==> src/rtl/pllsrch_pkg.sv <==
package pllsrch_pkg;

  localparam int DOUT_W = 7;
  localparam int LC_W   = 9;
  localparam int DREF_W = 7;

  typedef struct packed {
    logic [DOUT_W-1:0] dout;
    logic [LC_W-1:0]   loopc;
    logic [DREF_W-1:0] dref;
  } pll_triple_t;

  typedef enum logic [2:0] {
    S_IDLE,
    S_LOOKUP,
    S_REF_GO,
    S_REF_WAIT,
    S_CAND_GO,
    S_CAND_WAIT
  } srch_state_t;

endpackage

==> src/rtl/pllsrch_rom.sv <==
module pllsrch_rom
  import pllsrch_pkg::*;
#(
  parameter int FREQ_W = 24
) (
  input  logic [FREQ_W-1:0] key_khz,
  output logic              hit,
  output pll_triple_t       val
);

  function automatic pll_triple_t mk(input int o, input int l, input int r);
    pll_triple_t t;
    t.dout  = DOUT_W'(o);
    t.loopc = LC_W'(l);
    t.dref  = DREF_W'(r);
    return t;
  endfunction

  // pre-solved clocks, ascending frequency: (out, loop, ref)
  always_comb begin
    hit = 1'b1;
    val = '0;
    case (32'(key_khz))
      32'd25175:  val = mk(85, 107, 5);
      32'd25200:  val = mk(50, 63, 5);
      32'd27000:  val = mk(50, 54, 4);
      32'd30240:  val = mk(62, 75, 4);
      32'd31500:  val = mk(40, 63, 5);
      32'd36000:  val = mk(50, 72, 4);
      32'd40000:  val = mk(30, 36, 3);
      32'd49500:  val = mk(40, 99, 5);
      32'd50000:  val = mk(44, 88, 4);
      32'd51200:  val = mk(25, 64, 5);
      32'd57284:  val = mk(24, 55, 4);
      32'd65000:  val = mk(20, 39, 3);
      32'd71000:  val = mk(20, 71, 5);
      32'd74250:  val = mk(22, 49, 3);
      32'd75000:  val = mk(29, 87, 4);
      32'd78750:  val = mk(16, 63, 5);
      32'd83500:  val = mk(17, 71, 5);
      32'd88750:  val = mk(16, 71, 5);
      32'd106500: val = mk(19, 81, 4);
      32'd108000: val = mk(15, 81, 5);
      32'd119000: val = mk(20, 119, 5);
      32'd135000: val = mk(10, 54, 4);
      32'd141750: val = mk(11, 78, 5);
      32'd146250: val = mk(16, 117, 5);
      32'd148500: val = mk(11, 49, 3);
      32'd174500: val = mk(17, 89, 3);
      32'd181250: val = mk(8, 58, 4);
      32'd297000: val = mk(8, 95, 4);
      32'd301992: val = mk(10, 151, 5);
      default:    hit = 1'b0;
    endcase
  end

endmodule

==> src/rtl/pllsrch_divider.sv <==
module pllsrch_divider #(
  parameter int NUM_W = 24,
  parameter int DEN_W = 7,
  parameter int STEP  = 1
) (
  input  logic             clk,
  input  logic             rst,
  input  logic             start,
  input  logic [NUM_W-1:0] num,
  input  logic [DEN_W-1:0] den,
  output logic             busy,
  output logic             done,
  output logic [NUM_W-1:0] quo
);

  localparam int STEPS = NUM_W / STEP;
  localparam int CNT_W = $clog2(STEPS + 1);
  localparam logic [CNT_W-1:0] CNT_LAST = CNT_W'(1);

  logic [DEN_W:0]   rem_q, rem_n;
  logic [NUM_W-1:0] quo_q, quo_n;
  logic [DEN_W-1:0] den_q;
  logic [CNT_W-1:0] cnt_q;

  // STEP restoring iterations per cycle
  always_comb begin
    logic [DEN_W:0]   r;
    logic [NUM_W-1:0] q;
    r = rem_q;
    q = quo_q;
    for (int i = 0; i < STEP; i++) begin
      r = {r[DEN_W-1:0], q[NUM_W-1]};
      q = {q[NUM_W-2:0], 1'b0};
      if (r >= {1'b0, den_q}) begin
        r    = r - {1'b0, den_q};
        q[0] = 1'b1;
      end
    end
    rem_n = r;
    quo_n = q;
  end

  always_ff @(posedge clk) begin
    if (rst) begin
      rem_q <= '0;
      quo_q <= '0;
      den_q <= '0;
      cnt_q <= '0;
      busy  <= 1'b0;
      done  <= 1'b0;
    end else begin
      done <= 1'b0;
      if (start) begin
        rem_q <= '0;
        quo_q <= num;
        den_q <= den;
        cnt_q <= CNT_W'(STEPS);
        busy  <= 1'b1;
      end else if (busy) begin
        rem_q <= rem_n;
        quo_q <= quo_n;
        cnt_q <= cnt_q - 1'b1;
        if (cnt_q == CNT_LAST) begin
          busy <= 1'b0;
          done <= 1'b1;
        end
      end
    end
  end

  assign quo = quo_q;

  p_div_pulse_r5: assert property (@(posedge clk) disable iff (rst)
    done |=> !done);
  p_den_nonzero_r5: assert property (@(posedge clk) disable iff (rst)
    start |-> (den != '0));

endmodule

==> src/rtl/pllsrch_ctrl.sv <==
module pllsrch_ctrl
  import pllsrch_pkg::*;
#(
  parameter int FREQ_W    = 24,
  parameter int REF_KHZ   = 100000,
  parameter int TOL_KHZ   = 1000,
  parameter int DOUT_MIN  = 6,
  parameter int DOUT_MAX  = 63,
  parameter int DREF_MIN  = 3,
  parameter int DREF_MAX  = 5,
  parameter int LC_MIN    = 6,
  parameter int LC_MAX    = 160,
  parameter int LC_LO_MUL = 12,
  parameter int LC_HI_MUL = 32
) (
  input  logic              clk,
  input  logic              rst,
  input  logic              req_valid,
  input  logic [FREQ_W-1:0] req_khz,
  output logic              req_ready,
  output logic [FREQ_W-1:0] lookup_key,
  input  logic              rom_hit,
  input  pll_triple_t       rom_val,
  output logic              div_start,
  output logic [FREQ_W-1:0] div_num,
  output logic [DOUT_W-1:0] div_den,
  input  logic              div_busy,
  input  logic              div_done,
  input  logic [FREQ_W-1:0] div_quo,
  output logic              res_valid,
  output logic              res_found,
  output pll_triple_t       res_trip,
  output logic [FREQ_W-1:0] res_err
);

  localparam logic [DOUT_W-1:0] OUT_LO = DOUT_W'(DOUT_MIN);
  localparam logic [DOUT_W-1:0] OUT_HI = DOUT_W'(DOUT_MAX);
  localparam logic [DREF_W-1:0] REF_LO = DREF_W'(DREF_MIN);
  localparam logic [DREF_W-1:0] REF_HI = DREF_W'(DREF_MAX);
  localparam logic [LC_W-1:0]   LC_LO  = LC_W'(LC_MIN);
  localparam logic [LC_W-1:0]   LC_HI  = LC_W'(LC_MAX);
  localparam logic [FREQ_W-1:0] TOL    = FREQ_W'(TOL_KHZ);
  localparam logic [FREQ_W-1:0] REFV   = FREQ_W'(REF_KHZ);
  localparam int                MW     = LC_W + DREF_W;

  srch_state_t       state_q;
  logic [FREQ_W-1:0] tgt_q, q1_q, best_err_q, diff, cand;
  logic [DOUT_W-1:0] dout_q;
  logic [DREF_W-1:0] dref_q;
  logic [LC_W-1:0]   loopc_q, win_lo, win_hi;
  pll_triple_t       best_q, cur_trip;
  logic [MW-1:0]     lo_raw, hi_raw;
  logic [FREQ_W+LC_W-1:0] prod;
  logic              in_win;

  // legal loop window for the current reference divider
  always_comb begin
    lo_raw = MW'(LC_LO_MUL) * {{LC_W{1'b0}}, dref_q};
    hi_raw = MW'(LC_HI_MUL) * {{LC_W{1'b0}}, dref_q};
    win_lo = (lo_raw < MW'(LC_MIN)) ? LC_LO : lo_raw[LC_W-1:0];
    win_hi = (hi_raw > MW'(LC_MAX)) ? LC_HI : hi_raw[LC_W-1:0];
  end

  assign in_win   = (loopc_q <= win_hi);
  assign prod     = {{LC_W{1'b0}}, q1_q} * {{FREQ_W{1'b0}}, loopc_q};
  assign cand     = div_quo;
  assign diff     = (cand >= tgt_q) ? (cand - tgt_q) : (tgt_q - cand);
  assign cur_trip = '{dout: dout_q, loopc: loopc_q, dref: dref_q};

  assign req_ready  = (state_q == S_IDLE);
  assign lookup_key = tgt_q;
  assign div_start  = (state_q == S_REF_GO) || ((state_q == S_CAND_GO) && in_win);
  assign div_num    = (state_q == S_REF_GO) ? REFV : prod[FREQ_W-1:0];
  assign div_den    = (state_q == S_REF_GO) ? DOUT_W'(dref_q) : dout_q;

  always_ff @(posedge clk) begin
    if (rst) begin
      state_q    <= S_IDLE;
      tgt_q      <= '0;
      q1_q       <= '0;
      best_err_q <= '0;
      best_q     <= '0;
      dout_q     <= '0;
      dref_q     <= '0;
      loopc_q    <= '0;
      res_valid  <= 1'b0;
      res_found  <= 1'b0;
      res_trip   <= '0;
      res_err    <= '0;
    end else begin
      res_valid <= 1'b0;
      unique case (state_q)
        S_IDLE: begin
          if (req_valid) begin
            tgt_q   <= req_khz;
            state_q <= S_LOOKUP;
          end
        end
        S_LOOKUP: begin
          if (tgt_q == '0) begin
            res_valid <= 1'b1;
            res_found <= 1'b0;
            res_trip  <= '0;
            res_err   <= TOL;
            state_q   <= S_IDLE;
          end else if (rom_hit) begin
            res_valid <= 1'b1;
            res_found <= 1'b1;
            res_trip  <= rom_val;
            res_err   <= '0;
            state_q   <= S_IDLE;
          end else begin
            dout_q     <= OUT_LO;
            dref_q     <= REF_LO;
            best_err_q <= TOL;
            best_q     <= '0;
            state_q    <= S_REF_GO;
          end
        end
        S_REF_GO: state_q <= S_REF_WAIT;
        S_REF_WAIT: begin
          if (div_done) begin
            q1_q    <= div_quo;
            loopc_q <= win_lo;
            state_q <= S_CAND_GO;
          end
        end
        S_CAND_GO: begin
          if (in_win) begin
            state_q <= S_CAND_WAIT;
          end else if (dref_q < REF_HI) begin
            dref_q  <= dref_q + 1'b1;
            state_q <= S_REF_GO;
          end else if (dout_q < OUT_HI) begin
            dout_q  <= dout_q + 1'b1;
            dref_q  <= REF_LO;
            state_q <= S_REF_GO;
          end else begin
            res_valid <= 1'b1;
            res_found <= (best_err_q < TOL);
            res_trip  <= best_q;
            res_err   <= best_err_q;
            state_q   <= S_IDLE;
          end
        end
        S_CAND_WAIT: begin
          if (div_done) begin
            if (diff < best_err_q) begin
              best_err_q <= diff;
              best_q     <= cur_trip;
            end
            if (diff == '0) begin
              res_valid <= 1'b1;
              res_found <= 1'b1;
              res_trip  <= cur_trip;
              res_err   <= '0;
              state_q   <= S_IDLE;
            end else begin
              loopc_q <= loopc_q + 1'b1;
              state_q <= S_CAND_GO;
            end
          end
        end
        default: state_q <= S_IDLE;
      endcase
    end
  end

  p_start_free_r5: assert property (@(posedge clk) disable iff (rst)
    div_start |-> !div_busy);
  p_loopc_window_r5: assert property (@(posedge clk) disable iff (rst)
    (state_q == S_CAND_WAIT) |-> (loopc_q >= win_lo) && (loopc_q <= win_hi));
  p_prod_fits_r5: assert property (@(posedge clk) disable iff (rst)
    (state_q == S_CAND_GO && in_win) |-> (prod[FREQ_W+LC_W-1:FREQ_W] == '0));
  p_best_monotone_r6: assert property (@(posedge clk) disable iff (rst)
    (state_q != S_IDLE && state_q != S_LOOKUP && $past(state_q) != S_LOOKUP)
      |-> (best_err_q <= $past(best_err_q)));
  p_found_err_r8: assert property (@(posedge clk) disable iff (rst)
    (res_valid && res_found) |-> (res_err < TOL));
  p_busy_blocks_r9: assert property (@(posedge clk) disable iff (rst)
    (state_q != S_IDLE) |=> (tgt_q == $past(tgt_q)));
  p_res_idle_r10: assert property (@(posedge clk) disable iff (rst)
    res_valid |-> req_ready);
  p_hold_r10: assert property (@(posedge clk) disable iff (rst)
    !res_valid |-> ($stable(res_err) && $stable(res_trip) && $stable(res_found)));

endmodule

==> src/rtl/pll_param_search.sv <==
module pll_param_search
  import pllsrch_pkg::*;
#(
  parameter int FREQ_W    = 24,
  parameter int REF_KHZ   = 100000,
  parameter int TOL_KHZ   = 1000,
  parameter int DOUT_MIN  = 6,
  parameter int DOUT_MAX  = 63,
  parameter int DREF_MIN  = 3,
  parameter int DREF_MAX  = 5,
  parameter int LC_MIN    = 6,
  parameter int LC_MAX    = 160,
  parameter int LC_LO_MUL = 12,
  parameter int LC_HI_MUL = 32,
  parameter int DIV_STEP  = 1
) (
  input  logic              clk,
  input  logic              rst,
  input  logic              req_valid,
  input  logic [FREQ_W-1:0] req_khz,
  output logic              req_ready,
  output logic              res_valid,
  output logic              res_found,
  output logic [6:0]        res_dout,
  output logic [8:0]        res_loopc,
  output logic [6:0]        res_dref,
  output logic [FREQ_W-1:0] res_err
);

  logic [FREQ_W-1:0] key, div_num, div_quo;
  logic [DOUT_W-1:0] div_den;
  logic              rom_hit, div_start, div_busy, div_done;
  pll_triple_t       rom_val, res_trip;

  pllsrch_rom #(.FREQ_W(FREQ_W)) u_rom (
    .key_khz (key),
    .hit     (rom_hit),
    .val     (rom_val)
  );

  pllsrch_divider #(.NUM_W(FREQ_W), .DEN_W(DOUT_W), .STEP(DIV_STEP)) u_div (
    .clk   (clk),
    .rst   (rst),
    .start (div_start),
    .num   (div_num),
    .den   (div_den),
    .busy  (div_busy),
    .done  (div_done),
    .quo   (div_quo)
  );

  pllsrch_ctrl #(
    .FREQ_W(FREQ_W), .REF_KHZ(REF_KHZ), .TOL_KHZ(TOL_KHZ),
    .DOUT_MIN(DOUT_MIN), .DOUT_MAX(DOUT_MAX),
    .DREF_MIN(DREF_MIN), .DREF_MAX(DREF_MAX),
    .LC_MIN(LC_MIN), .LC_MAX(LC_MAX),
    .LC_LO_MUL(LC_LO_MUL), .LC_HI_MUL(LC_HI_MUL)
  ) u_ctrl (
    .clk        (clk),
    .rst        (rst),
    .req_valid  (req_valid),
    .req_khz    (req_khz),
    .req_ready  (req_ready),
    .lookup_key (key),
    .rom_hit    (rom_hit),
    .rom_val    (rom_val),
    .div_start  (div_start),
    .div_num    (div_num),
    .div_den    (div_den),
    .div_busy   (div_busy),
    .div_done   (div_done),
    .div_quo    (div_quo),
    .res_valid  (res_valid),
    .res_found  (res_found),
    .res_trip   (res_trip),
    .res_err    (res_err)
  );

  assign res_dout  = res_trip.dout;
  assign res_loopc = res_trip.loopc;
  assign res_dref  = res_trip.dref;

endmodule

==> config.mk <==
export PLATFORM = sky130hd
export DESIGN_NAME = pll_param_search
export DESIGN_NICKNAME = d
export VERILOG_FILES = /design/src/rtl/pllsrch_pkg.sv /design/src/rtl/pllsrch_rom.sv /design/src/rtl/pllsrch_divider.sv /design/src/rtl/pllsrch_ctrl.sv /design/src/rtl/pll_param_search.sv
export SDC_FILE = /design/constraint.sdc
export NUM_CORES = 1
export LEC_CHECK = 0
export BUFFER_PORTS_ARGS = -buffer_cell sky130_fd_sc_hd__buf_2
export CORE_MARGIN = 2
export CORE_UTILIZATION = 25
export CTS_CLUSTER_SIZE = 8
export DETAILED_ROUTE_END_ITERATION = 10
export GPL_TIMING_DRIVEN = 0
export SETUP_SLACK_MARGIN = 0.1
export SLEW_MARGIN = 20
export SYNTH_ARGS = -nofsm -noshare
export SYNTH_HDL_FRONTEND = slang
export SYNTH_HIERARCHICAL = 1
export SYNTH_SLANG_ARGS = --single-unit
==> constraint.sdc <==
create_clock -name clk -period 6.3 [get_ports clk]
set_clock_uncertainty 0.15 [all_clocks]
set_input_delay 1.26 -clock clk [delete_from_list [all_inputs] [get_ports clk]]
set_output_delay 1.26 -clock clk [all_outputs]
set_load 0.03 [all_outputs]
# Yosys cells after proc, flatten, opt, wreduce, memory -nomap -nowiden
# Index checks and enable logic that the tools add are counted.
dict set report totals {
  regBits 215
  input_bits 27
  out_inout_bits 50
  word_cells 197
}
dict set report classes {
  add_sub_neg 7
  multipliers 2
  n_lt_le_gt_ge 9
  n_eq_ne 49
  mux 85
  bitwise_logic 1
  reduce_logical 21
}
# cell count
set op_table {}
lappend op_table {{$pmux 23 s29} 1}
lappend op_table {{$mux 24} 15}
lappend op_table {{$mux 23} 11}
lappend op_table {{$eq 24x17->1 const B} 9}
lappend op_table {{$eq 24x16->1 const B} 7}
lappend op_table {{$eq 24x18->1 const B} 6}
lappend op_table {{$eq 24x15->1 const B} 5}
lappend op_table {{$mux 7} 12}
lappend op_table {{$pmux 24 s3} 1}
lappend op_table {{$pmux 23 s3} 1}
lappend op_table {{$eq 24x19->1 const B} 2}
lappend op_table {{$logic_not 24->1} 2}
lappend op_table {{$pmux 24 s2} 1}
lappend op_table {{$sub 24x24->24} 2}
lappend op_table {{$pmux 23 s2} 1}
lappend op_table {{$mux 9} 5}
lappend op_table {{$reduce_or 29->1} 1}
lappend op_table {{$pmux 7 s2} 2}
lappend op_table {{$ge 24x24->1} 1}
lappend op_table {{$lt 24x10->1 const B} 1}
lappend op_table {{$lt 24x24->1} 1}
lappend op_table {{$mul 24x9->24} 1}
lappend op_table {{$mux 3} 7}
lappend op_table {{$mux 1} 20}
lappend op_table {{38 further kinds} 59}

# Longest topological paths before layout
# Gate-level depths: netlist of run 1.
dict set report depth {
  ltp_word 6
  mapped_depth 28
}

# Cells and area by module
# Netlist of run 1, hierarchy kept.
# module instances cells_per_inst area_per_inst_um2 seq_area_each_um2
set modules_own_cells {}
lappend modules_own_cells {pllsrch_ctrl 1 2072 16366.9 3403.3}
lappend modules_own_cells {pllsrch_divider 1 279 2306.0 900.9}
lappend modules_own_cells {pllsrch_rom 1 210 1326.3 0.0}

# Worst setup path before layout of run 1
# No wires, ideal clock.
dict set report synth_timing {
  kind {reg2reg}
  start {reg u_ctrl.loopc_q[2]}
  end {reg u_div.quo_q[22] (netlist: u_div/quo[22])}
  setup_ps 125
  arrival_ps 5271
  required_time_ps 6025
  slack_ps 754
  stages_incl_launch_ff 25
  n_path_buf 2
  cell_sequence {dfxtp_1 > clkbuf_1 > clkbuf_1 > nand2_1 > fa_1 > inv_1 > fa_1 > inv_1 > fa_1 > fa_1 > inv_1 > ha_1 > o21ai_0 > a21oi_1 > o21a_1 > o211ai_1 > a21boi_0 > o31ai_1 > a211oi_1 > o31a_1 > o21ai_0 > nand2b_1 > mux2i_1 > a21oi_1 > nor2_1}
}
dict set report synth_via {
  word_cells_on_any_way 7
  cone_classes {mul (1); order compare (1); mux (2); reduce/logical (3)}
}
# item line_no
set synth_lines {}
lappend synth_lines {{from (decl)} pllsrch_ctrl.sv:50} ;# logic [LC_W-1:0] loopc_q, win_lo, win_hi;
lappend synth_lines {{from (signal assigned)} pllsrch_ctrl.sv:124} ;# loopc_q <= win_lo;
lappend synth_lines {{from (signal assigned)} pllsrch_ctrl.sv:159} ;# loopc_q <= loopc_q + 1'b1;
lappend synth_lines {{$mul 24x9->24} pllsrch_ctrl.sv:65} ;# assign prod = {{LC_W{1'b0}}, q1_q} * {{FREQ_W{1'b0}}, loopc_q};
lappend synth_lines {{$mux 24} pllsrch_ctrl.sv:73} ;# assign div_num = (state_q == S_REF_GO) ? REFV : prod[FREQ_W-1:0];
lappend synth_lines {{named net div_num[22]} pll_param_search.sv:30} ;# logic [FREQ_W-1:0] key, div_num, div_quo;
lappend synth_lines {{$mux 24} pllsrch_divider.sv:53} ;# if (start) begin
lappend synth_lines {{to (signal assigned)} pllsrch_divider.sv:55} ;# quo_q <= num;
lappend synth_lines {{to (signal assigned)} pllsrch_divider.sv:61} ;# quo_q <= quo_n;
lappend synth_lines {{to (decl)} pllsrch_divider.sv:21} ;# logic [NUM_W-1:0] quo_q, quo_n;
# The timed path passes the listed nets, and every way through them passes these cells.
# A chain may end at the register's enable or synchronous reset.

# Worst setup path after layout of run 1
dict set report layout_timing {
  start {reg u_ctrl.loopc_q[7]}
  end {reg u_div.quo_q[22] (netlist: u_div/quo[22])}
}
# The elaborated chain is that of the path after synthesis.

==> impl_metrics.ini, run 1 <==
[job]
drv_cap = 0

[finish]
fill_cells = 8573
regArea_sq_um = 4340
final_area_sq_um = 22800
drive_gt1_frac = 0.0926
final_nets = 2960
area_delta_synth_final_pct = 14.0
multiInputGateArea_sq_um = 14100
antenna_cells = 0

[die]
fp.dieArea_sq_um = 82300
rows = 103
start_util = 0.253
dieWidth_microns = 287
core_sq_um = 79100
ios = 77
die_h_microns = 287

[sta]
setup_violations = 0
post-route-min-period_ps = 5940
rsz0062_at_grt = false
period_share = 0.943
max_freq_ghz = 0.168
worstMarginPinSlew_ps = 1120
hold_viol = 0
slew_headroom = 0.251
tns_ps = 0
final_max_slew_viol_count = 0

[yosys]
synthCells = 2561
synth_area_leaders = dfxtp_1 (22%), fa_1 (13%), ha_1 (8.3%), nand2_1 (6.5%), inv_1 (5.3%)
synth_top_cell_area_share = 0.215
postSynth.asyncResetShare = 0
synth_cell_types = 96
synthTopCellsByCount = nand2_1 (344), inv_1 (284), dfxtp_1 (215)
yosysWarnings = 6
yosysMostFrequentCell = nand2_1
synth-seq-cells = 215
syn_area_sq_um = 20000
synthFlopType = dfxtp_1
synth.avg_cell_area_sq_um = 7.81
yosys.area.top_type = dfxtp_1
ys_seq_area_frac = 0.215
synth_edf_count = 0

[min_path]
worstHoldPathType = register to register
min_to = u_ctrl/res_err[17]$_SDFFE_PP0P_
hold_depth = 2
min_from = u_ctrl/res_err[17]$_SDFFE_PP0P_

[pwr]
p_int_w = 0.00286
p_sw_w = 0.00170
p_comb_frac = 0.344
switching_share = 0.373
pwr-share-seq = 0.327
ir_drop_v = 0.000225
power_density_nw_per_um2 = 200
clockPowerShare = 0.329
p_leak_nw = 9.62

[setup_path]
r2r-end = u_div/quo[22]$_SDFFE_PP0P_
worstSetupPathType = register to register
reg2reg_depth = 24
crit_fanout = 10
cp.arrival_ps = 6310
cp.required_ps = 6670
setup.worst_path.end_class = register
crit_path_start_kind = register
reg2reg_from = u_ctrl/loopc_q[7]$_SDFFE_PP0P_
rrSetupSlack_ps = 360

[global_route]
grt_overflow_total = 0
grt_max_degree = 17
antenna_found_initial = 1
grt_pass1_wl_mm = 105
grt_use_total = 0.162
grt_pass1_vias = 17922

[routing]
top_layer_used = met4
avgRoutedWirePerCell_microns = 18.3
first_iter_violations = 1749
viasPerCell = 5.02
dr_wl_met2_mm = 30.4
route.detailed.drc = 0
routed_wl_mm = 68.1
ant_nets = 0
first_pass_iters = 5
wl_met3_mm = 4.65
wl_met1_mm = 30.7
vias = 18699

[cts]
cts_sinks = 215
cts_tree = done
clockBufferDepth = 3
clk_pin_slew_ps = 50
hold_buffers = 0
cts_max_level = 1
numCtsBuffers = 31
clk_latency_ps = 590
clock_tree.root_cell = clkbuf_16

[placed_design]
port_buffers = 76
placed_area_sq_um = 21700
dp.final_hpwl_mm = 53.5
place_congestion = 0.908

[status]
status = complete, no violations
==> layout by cell type, fill, tap and decap left out, types with 16 or more instances in the layout <==
cell type,synthesis,final
a211oi_1,21,19
and2_1,110,110
nand3_1,43,43
dfxtp_2,0,19
xnor2_1,34,34
mux2i_1,94,94
nand2b_1,18,18
nor2b_1,27,27
clkbuf_1,112,82
nor4_1,32,32
o22ai_1,31,31
o21ai_0,68,64
nand2_1,344,344
and3_1,19,19
nor3_1,53,52
a21o_1,26,26
fa_1,127,127
a22o_1,41,41
buf_1,19,16
a21oi_1,172,170
nand4_1,57,57
inv_1,284,284
dfxtp_1,215,192
xor2_1,23,22
nor2_1,192,192
o21a_1,26,26
buf_2,19,92
ha_1,132,132
clkbuf_16,0,31
buf_4,6,20
==> routing by layer <==
metal | up-vias | global-route usage
met1 | 9016 | 0.227
met3 | 119 | 0.0262
met4 | 0 | 0.0499
met5 | - | 0
met2 | 673 | 0.253
li1 | 8891 | -
==> power groups by stage <==
stage	Sequential, W	Combinational, W	Clock (W)
floorplan	0.00149	0.00111	0
global placement	0.00152	0.00150	0
detailed placement	0.00152	0.00150	0
CTS	0.00149	0.00153	0.00153
global route	0.00150	0.00172	0.00158
finish	0.00149	0.00157	0.00150
==> logic make-up after synthesis <==
kind of cell / synth area share
mux: 0.0482
flops: 0.215
simple gates: 0.250
buf+inv: 0.0871
other cells: 0.000188
compound gates: 0.164
xor+xnor: 0.0250
fa+ha+maj: 0.210
==> stage by stage <==
| step | util | power (W) | instances | setup slack, ps | hold WS [ps] |
|---|---|---|---|---|---|
| after global placement | 0.274 | 0.00301 | 3691 | -812 | 291 |
| after detailed placement | 0.274 | 0.00302 | 3691 | -834 | 293 |
| after global routing | 0.288 | 0.00479 | 3727 | 89.1 | 327 |
| after CTS | 0.286 | 0.00454 | 3729 | 107 | 300 |
| after floorplan | - | 0.00260 | 2565 | 754 | 287 |
| final | 0.288 | 0.00456 | 3727 | 361 | 296 |
==> critical path: stages (launching register included) <==
cell and delay (ps):
dfxtp_4 430, buf_4 230, buf_6 180, nand2_1 100, fa_1 500, fa_1 550
inv_1 60, fa_1 540, inv_1 60, fa_1 550, inv_1 50, ha_1 300
inv_1 70, a21oi_1 50, o21a_1 200, o211ai_1 230, a21boi_2 120, o31ai_2 350
a211oi_2 140, o31a_1 310, o21ai_0 180, nand2b_1 90, mux2i_1 230, a21oi_1 110
nor2_1 100
==> repair_timing <==
action	in CTS	in global routing
setup endpoints to repair	58	55
resized for setup	44	97
setup buffers	2	1
pin swaps	2	1
==> worst max path at each step <==
| stage | startpoint | end |
|---|---|---|
| floorplan | u_ctrl/loopc_q[2]$_SDFFE_PP0P_ | u_div/quo[22]$_SDFFE_PP0P_ |
| global route | u_ctrl/loopc_q[2]$_SDFFE_PP0P_ | u_div/quo[22]$_SDFFE_PP0P_ |
| CTS | u_ctrl/lookup_key[1]$_SDFFE_PP0P_ | u_ctrl/best_q[22]$_SDFFE_PP0P_ |
| finish | u_ctrl/loopc_q[7]$_SDFFE_PP0P_ | u_div/quo[22]$_SDFFE_PP0P_ |
| detailed placement | u_ctrl/loopc_q[8]$_SDFFE_PP0P_ | u_div/quo[22]$_SDFFE_PP0P_ |
| global placement | u_ctrl/loopc_q[8]$_SDFFE_PP0P_ | u_div/quo[22]$_SDFFE_PP0P_ |
==> registers in the layout, indices dropped and copies added (netlist names), 9 cells and up <==
name / cells
u_ctrl/best_err_q: 24
u_ctrl/best_q: 23
u_ctrl/lookup_key: 24
u_ctrl/loopc_q: 9
u_ctrl/q1_q: 24
u_ctrl/res_err: 24
u_ctrl/res_trip: 23
u_div/quo: 24
==> final cells by class <==
cell class / instances / area share
clock buffer: 34 / 0.0350
inverter: 284 / 0.0468
clock inverter: 2 / 0.00121
buffer: 157 / 0.0346
sequential: 215 / 0.191
multi-input combinational: 1906 / 0.617
tap: 1050 / 0.0576
timing repair buffer: 79 / 0.0177
Power figures use the tool's default switching activity.
==> inputs of run 2 (changes only) <==
GPL_TIMING_DRIVEN = not set   (was 0)
==> run 2 against run 1 <==
Against the previous run: sequential cell count unchanged; cell count down 1.8%; sequential power about the same; wire length down 6.2%; non-clock buffer count down 66; core utilization down 0.21 points; clock-buffer cell count down 1; hold slack about the same; critical path depth down 1; clock power about the same; die area unchanged; register-to-register slack better by 250 ps; critical path type unchanged.
==> impl_metrics.ini, run 2 (synthesized netlist as in run 1, its figures left out) <==
[setup_path]
crit_fanout = 20
setup.worst_path.end_class = register
cp_common_cell = inv_1
max_stage_delay_ps = 550
cp.required_ps = 6570
cp.arrival_ps = 5960
path_cells = and2_1 -> fa_1 -> inv_1 -> fa_1 -> inv_1 -> fa_1 -> inv_1 -> fa_1 -> inv_1 -> ha_1 -> inv_1 -> a21oi_1 -> o21a_1 -> o211ai_1 -> a21boi_0 -> o31ai_1 -> a211oi_1 -> o31a_1 -> o21ai_0 -> nand2b_1 -> mux2i_1 -> a21oi_1 -> nor2_1
cpMaxStageDelayCell = fa_1
crit_path_start_kind = register
worstSetupPathType = register to register

[cts]
numCtsBuffers = 31
clk_pin_slew_ps = 60
clk_latency_ps = 590
clockBufferDepth = 3
cts_max_level = 1
cts_sinks = 215
cts_tree = done
clock_tree.root_cell = clkbuf_16

[die]
dieWidth_microns = 287
die_h_microns = 287
start_util = 0.253
ios = 77
core_sq_um = 79100
fp.dieArea_sq_um = 82300
rows = 103

[min_path]
worstHoldPathType = register to register

[sta]
hold_viol = 0
max_freq_ghz = 0.176
setup_violations = 0
rsz0062_at_grt = false
tns_ps = 0
post-route-min-period_ps = 5690
period_share = 0.903
slew_headroom = 0.293
final_max_slew_viol_count = 0
worstMarginPinSlew_ps = 1060

[finish]
area_delta_synth_final_pct = 13.1
regArea_sq_um = 4310
layout_commonest_cell = nand2_1
final_nets = 2894
final_cell_mix = nand2_1 (343), inv_1 (284), dfxtp_1 (212)
multiInputGateArea_sq_um = 14000
finalNonFillerCells = 3661
drive_gt1_frac = 0.0973
fin_util = 0.286
fill_cells = 8535
antenna_cells = 0
final_area_sq_um = 22600

[placed_design]
placed_area_sq_um = 21800
dp.final_hpwl_mm = 49.8
place_congestion = 0.965
place_inst = 3625
port_buffers = 76

[global_route]
grt_overflow_total = 0
grt_pass1_wl_mm = 101
grt_use_total = 0.153
grt_max_degree = 75
antenna_found_initial = 1
grt_pass1_vias = 17400

[status]
status = complete, no violations

[routing]
first_iter_violations = 1622
ant_nets = 0
first_pass_iters = 7
wl_met3_mm = 3.59
routed_wl_mm = 63.9
dr_wl_met2_mm = 28.2
vias = 18231
avgRoutedWirePerCell_microns = 17.4
wl_met1_mm = 29.0
viasPerCell = 4.98
route.detailed.drc = 0
top_layer_used = met5

[pwr]
total_power_w = 0.00460
ir_drop_v = 0.000215
p_leak_nw = 9.67
power_density_nw_per_um2 = 203

[job]
drv_cap = 0
==> run 2: cell count changes in the layout (fill, tap and decap cells not counted), moves of 3 or more <==
cell	change
dfxtp_4	-4
buf_6	-10
dfxtp_2	-16
buf_4	+72
buf_1	-16
o21ai_0	+4
clkbuf_1	-81
o21ai_1	-4
clkbuf_2	-14
clkbuf_4	-3
dfxtp_1	+20
buf_12	+3
buf_2	-17
==> run 2: stage by stage <==
stage,setup WS [ps],hold WS (ps)
final,610,296
after global routing,114,326
after CTS,617,301
after detailed placement,647,294
after global placement,623,289
after floorplan,754,287
==> run 2: layout make-up <==
class | instances | area share
Clock buffer | 33 | 0.0351
Clock inverter | 3 | 0.00133
Inverter | 284 | 0.0471
Multi-Input combinational cell | 1906 | 0.618
Sequential cell | 215 | 0.190
Tap cell | 1050 | 0.0581
Timing Repair Buffer | 170 | 0.0498
==> run 2: final timing paths <==
check	to	depth (start not counted)	slack, ps	from
max reg2reg	u_div/quo[22]$_SDFFE_PP0P_	23	610	u_ctrl/loopc_q[4]$_SDFFE_PP0P_
min reg2reg	u_ctrl/res_err[15]$_SDFFE_PP0P_	2	300	u_ctrl/res_err[15]$_SDFFE_PP0P_
max	u_div/quo[22]$_SDFFE_PP0P_	23	610	u_ctrl/loopc_q[4]$_SDFFE_PP0P_
min	u_ctrl/res_err[15]$_SDFFE_PP0P_	2	300	u_ctrl/res_err[15]$_SDFFE_PP0P_
==> run 2: metal layers <==
| layer | global-route usage | vias to the layer above |
|---|---|---|
| li1 | - | 8767 |
| met1 | 0.213 | 8732 |
| met2 | 0.237 | 598 |
| met3 | 0.0183 | 132 |
| met4 | 0.0671 | 2 |
| met5 | 0 | - |
==> run 2: power by group <==
group          switching, W  internal (W)
registers         0.0000650       0.00141
logic              0.000998      0.000615
clock network      0.000635      0.000877
total               0.00170       0.00290
==> run 2: what timing repair did <==
| item | CTS | global route |
|---|---|---|
| endpoints found under the setup margin | 0 | 9 |
| setup buffers | 0 | 0 |
| hold buffers | 0 | 0 |
| resized for setup | 0 | 2 |
==> run 2: worst max-delay path: cells and delay by family (launching register included) <==
| family | cells | cell delay (ps) |
|---|---|---|
| and+or+nand+nor | 3 | 420 |
| muxes | 1 | 120 |
| buffers and inverters | 5 | 290 |
| DFF | 1 | 510 |
| adders and majority gates | 5 | 2370 |
| AOI/OAI and AO/OA | 9 | 1700 |
==> inputs of run 3 (changes only) <==
SYNTH_HIERARCHICAL = not set   (was 1)
==> run 3 against run 2 <==
Against the previous run: cell count rose by 4.8%; hold slack barely moved; maximum frequency fell by 4.7%; power rose by 26%; combinational power rose by 57%; first-iteration DRC count rose by 25%; global-route usage rose by 2.5 points; highest routed layer is now met4.
==> impl_metrics.ini, run 3 <==
[global_route]
grt_use_total = 0.178
grt_pass1_vias = 19614
antenna_found_initial = 0
grt_pass1_wl_mm = 120
grt_overflow_total = 0
grt_max_degree = 81

[setup_path]
cpMaxStageDelayCell = dfxtp_1
cp.required_ps = 6590
crit_fanout = 21
max_stage_delay_ps = 520
crit_path_start_kind = register
setup.worst_path.end_class = register
path_cells = inv_1 -> ha_1 -> buf_4 -> nand4_1 -> or3_4 -> a31oi_1 -> nor2_2 -> mux2i_2 -> inv_1 -> ha_1 -> a21boi_0 -> o21a_1 -> o21a_1 -> o21ai_0 -> nand2b_1 -> a21oi_1 -> o21ai_0 -> a221o_1 -> a221o_1 -> a22oi_2 -> buf_4 -> buf_12 -> nor2_1 -> a311oi_1
worstSetupPathType = register to register
critPathBufInv = 5
crit_family = compound AO/OA/AOI/OAI gates
cp.arrival_ps = 6260

[sta]
hold_viol = 0
slew_headroom = 0.244
final_max_slew_viol_count = 0
setup_violations = 0
worstMarginPinSlew_ps = 1130
max_freq_ghz = 0.168
period_share = 0.947
post-route-min-period_ps = 5970
tns_ps = 0
rsz0062_at_grt = false

[yosys]
synthCells = 2724
yosysWarnings = 0
synthFlopType = dfxtp_1
ys_seq_area_frac = 0.208
yosysMostFrequentCell = nand2_1
synth-seq-cells = 215
synthTopCellsByCount = nand2_1 (326), inv_1 (268), a21oi_1 (217)
synth_area_leaders = dfxtp_1 (21%), fa_1 (12%), ha_1 (8.0%), nand2_1 (5.9%), a21oi_1 (5.2%)
syn_area_sq_um = 20700
synth_top_cell_area_share = 0.208
postSynth.asyncResetShare = 0
syn-num-nets = 3011
yosys.area.top_type = dfxtp_1
synth_cell_types = 89
synth.avg_cell_area_sq_um = 7.60
synth_edf_count = 0

[finish]
fin_util = 0.288
area_delta_synth_final_pct = 14.3
final_cell_mix = nand2_1 (325), inv_1 (268), a21oi_1 (214), dfxtp_1 (214), nor2_1 (141)
finalNonFillerCells = 3837
drive_gt1_frac = 0.107
layout_commonest_cell = nand2_1
antenna_cells = 0
final_area_sq_um = 23700
final_nets = 3046
fill_cells = 8816

[routing]
routed_wl_mm = 78.3
viasPerCell = 5.38
first_iter_violations = 2027
ant_nets = 0
route.detailed.drc = 0
first_pass_iters = 9
avgRoutedWirePerCell_microns = 20.4
vias = 20660

[placed_design]
place_inst = 3789
placed_area_sq_um = 22600
place_congestion = 0.985
dp.final_hpwl_mm = 58.9
port_buffers = 76

[cts]
clk_latency_ps = 550
cts_max_level = 2
clock_tree.root_cell = clkbuf_16
cts_tree = done
cts_sinks = 215
numCtsBuffers = 34
clockBufferDepth = 3
clk_pin_slew_ps = 50

[die]
ios = 77
fp.dieArea_sq_um = 85200
start_util = 0.252
dieWidth_microns = 292
rows = 105
core_sq_um = 82100
die_h_microns = 292

[pwr]
p_leak_nw = 9.82
ir_drop_v = 0.000175
power_density_nw_per_um2 = 244

[job]
drv_cap = 0

[status]
status = complete, no violations

[min_path]
worstHoldPathType = register to register
[run 3: cell count changes in the layout (fill, tap and decap cells not counted), moves of 42 or more]
cell,before,now
a21oi_1,172,214
mux2i_1,94,20
nor2_1,190,141
nand3_1,43,99
nand4_1,57,100
[run 3: report_power, final]
group	switching [W]	total [W]	internal, W
combinational	0.00160	0.00253	0.000937
clock	0.000688	0.00176	0.00107
sequential	0.0000696	0.00148	0.00142
[run 3: final cells by class]
cell class,count,area [sq um],area share
Clock inverter,4,70.1,0.00296
Multi-Input combinational cell,2039,14700,0.619
Inverter,269,1010,0.0427
Clock buffer,40,925,0.0391
Sequential cell,215,4310,0.182
Timing Repair Buffer,200,1360,0.0576
Tap cell,1070,1340,0.0566
[run 3: worst reg2reg max path, delay by kind of cell, from the launching register on]
kind | cells | cell delay (ps)
AO/OA/AOI/OAI | 11 | 2420
flip-flops | 1 | 520
adder cells (fa/ha/maj) | 2 | 790
AND/OR/NAND/NOR | 5 | 990
buffers and inverters | 5 | 760
multiplexers | 1 | 250
[run 3: worst paths after layout]
path	slack [ps]	endpoint	start	cells past startpoint
min reg2reg	300	u_ctrl.res_found$_SDFFE_PP0P_	u_ctrl.res_found$_SDFFE_PP0P_	2
max reg2reg	330	u_ctrl.best_err_q[7]$_SDFFE_PP0P_	u_ctrl.lookup_key[16]$_SDFFE_PP0P_	24
min	300	u_ctrl.res_found$_SDFFE_PP0P_	u_ctrl.res_found$_SDFFE_PP0P_	2
max	330	u_ctrl.best_err_q[7]$_SDFFE_PP0P_	u_ctrl.lookup_key[16]$_SDFFE_PP0P_	24
[run 3: stage by stage]
stage               total power, W  setup WS, ps  hold WS [ps]
detailed placement         0.00392           283           291
finish                     0.00577           333           296
global route               0.00606          54.4           326
floorplan                  0.00306           574           282
CTS                        0.00570           264           301
global placement           0.00395           398           284
[run 3: layer usage]
| metal | wire length, microns | vias to the layer above | part of all wire | global-route usage |
|---|---|---|---|---|
| met2 | 34300 | 853 | 0.44 | 0.278 |
| met1 | 35400 | 10035 | 0.45 | 0.247 |
| met4 | 3340 | 0 | 0.043 | 0.0702 |
| met3 | 5260 | 185 | 0.067 | 0.0253 |
| li1 | - | 9587 | - | - |
| met5 | 0 | - | 0 | 0 |
[run 3: what timing repair did]
item / CTS / global route
setup buffers: 0 / 2
gates resized for setup: 0 / 8
hold buffers: 0 / 0
endpoints found under the setup margin: 0 / 53
[run 3: cells by family (layout without fill, tap and decap cells)]
logic type               Yosys count  count (layout)  synth area share
multiplexers                      25              25            0.0123
AO/OA/AOI/OAI                    591             591             0.187
buffers and inverters            470             513            0.0886
adder cells (fa/ha/maj)          260             260             0.203
AND/OR/NAND/NOR                 1111            1111             0.279
flip-flops                       215             215             0.208
XOR/XNOR                          52              52            0.0220
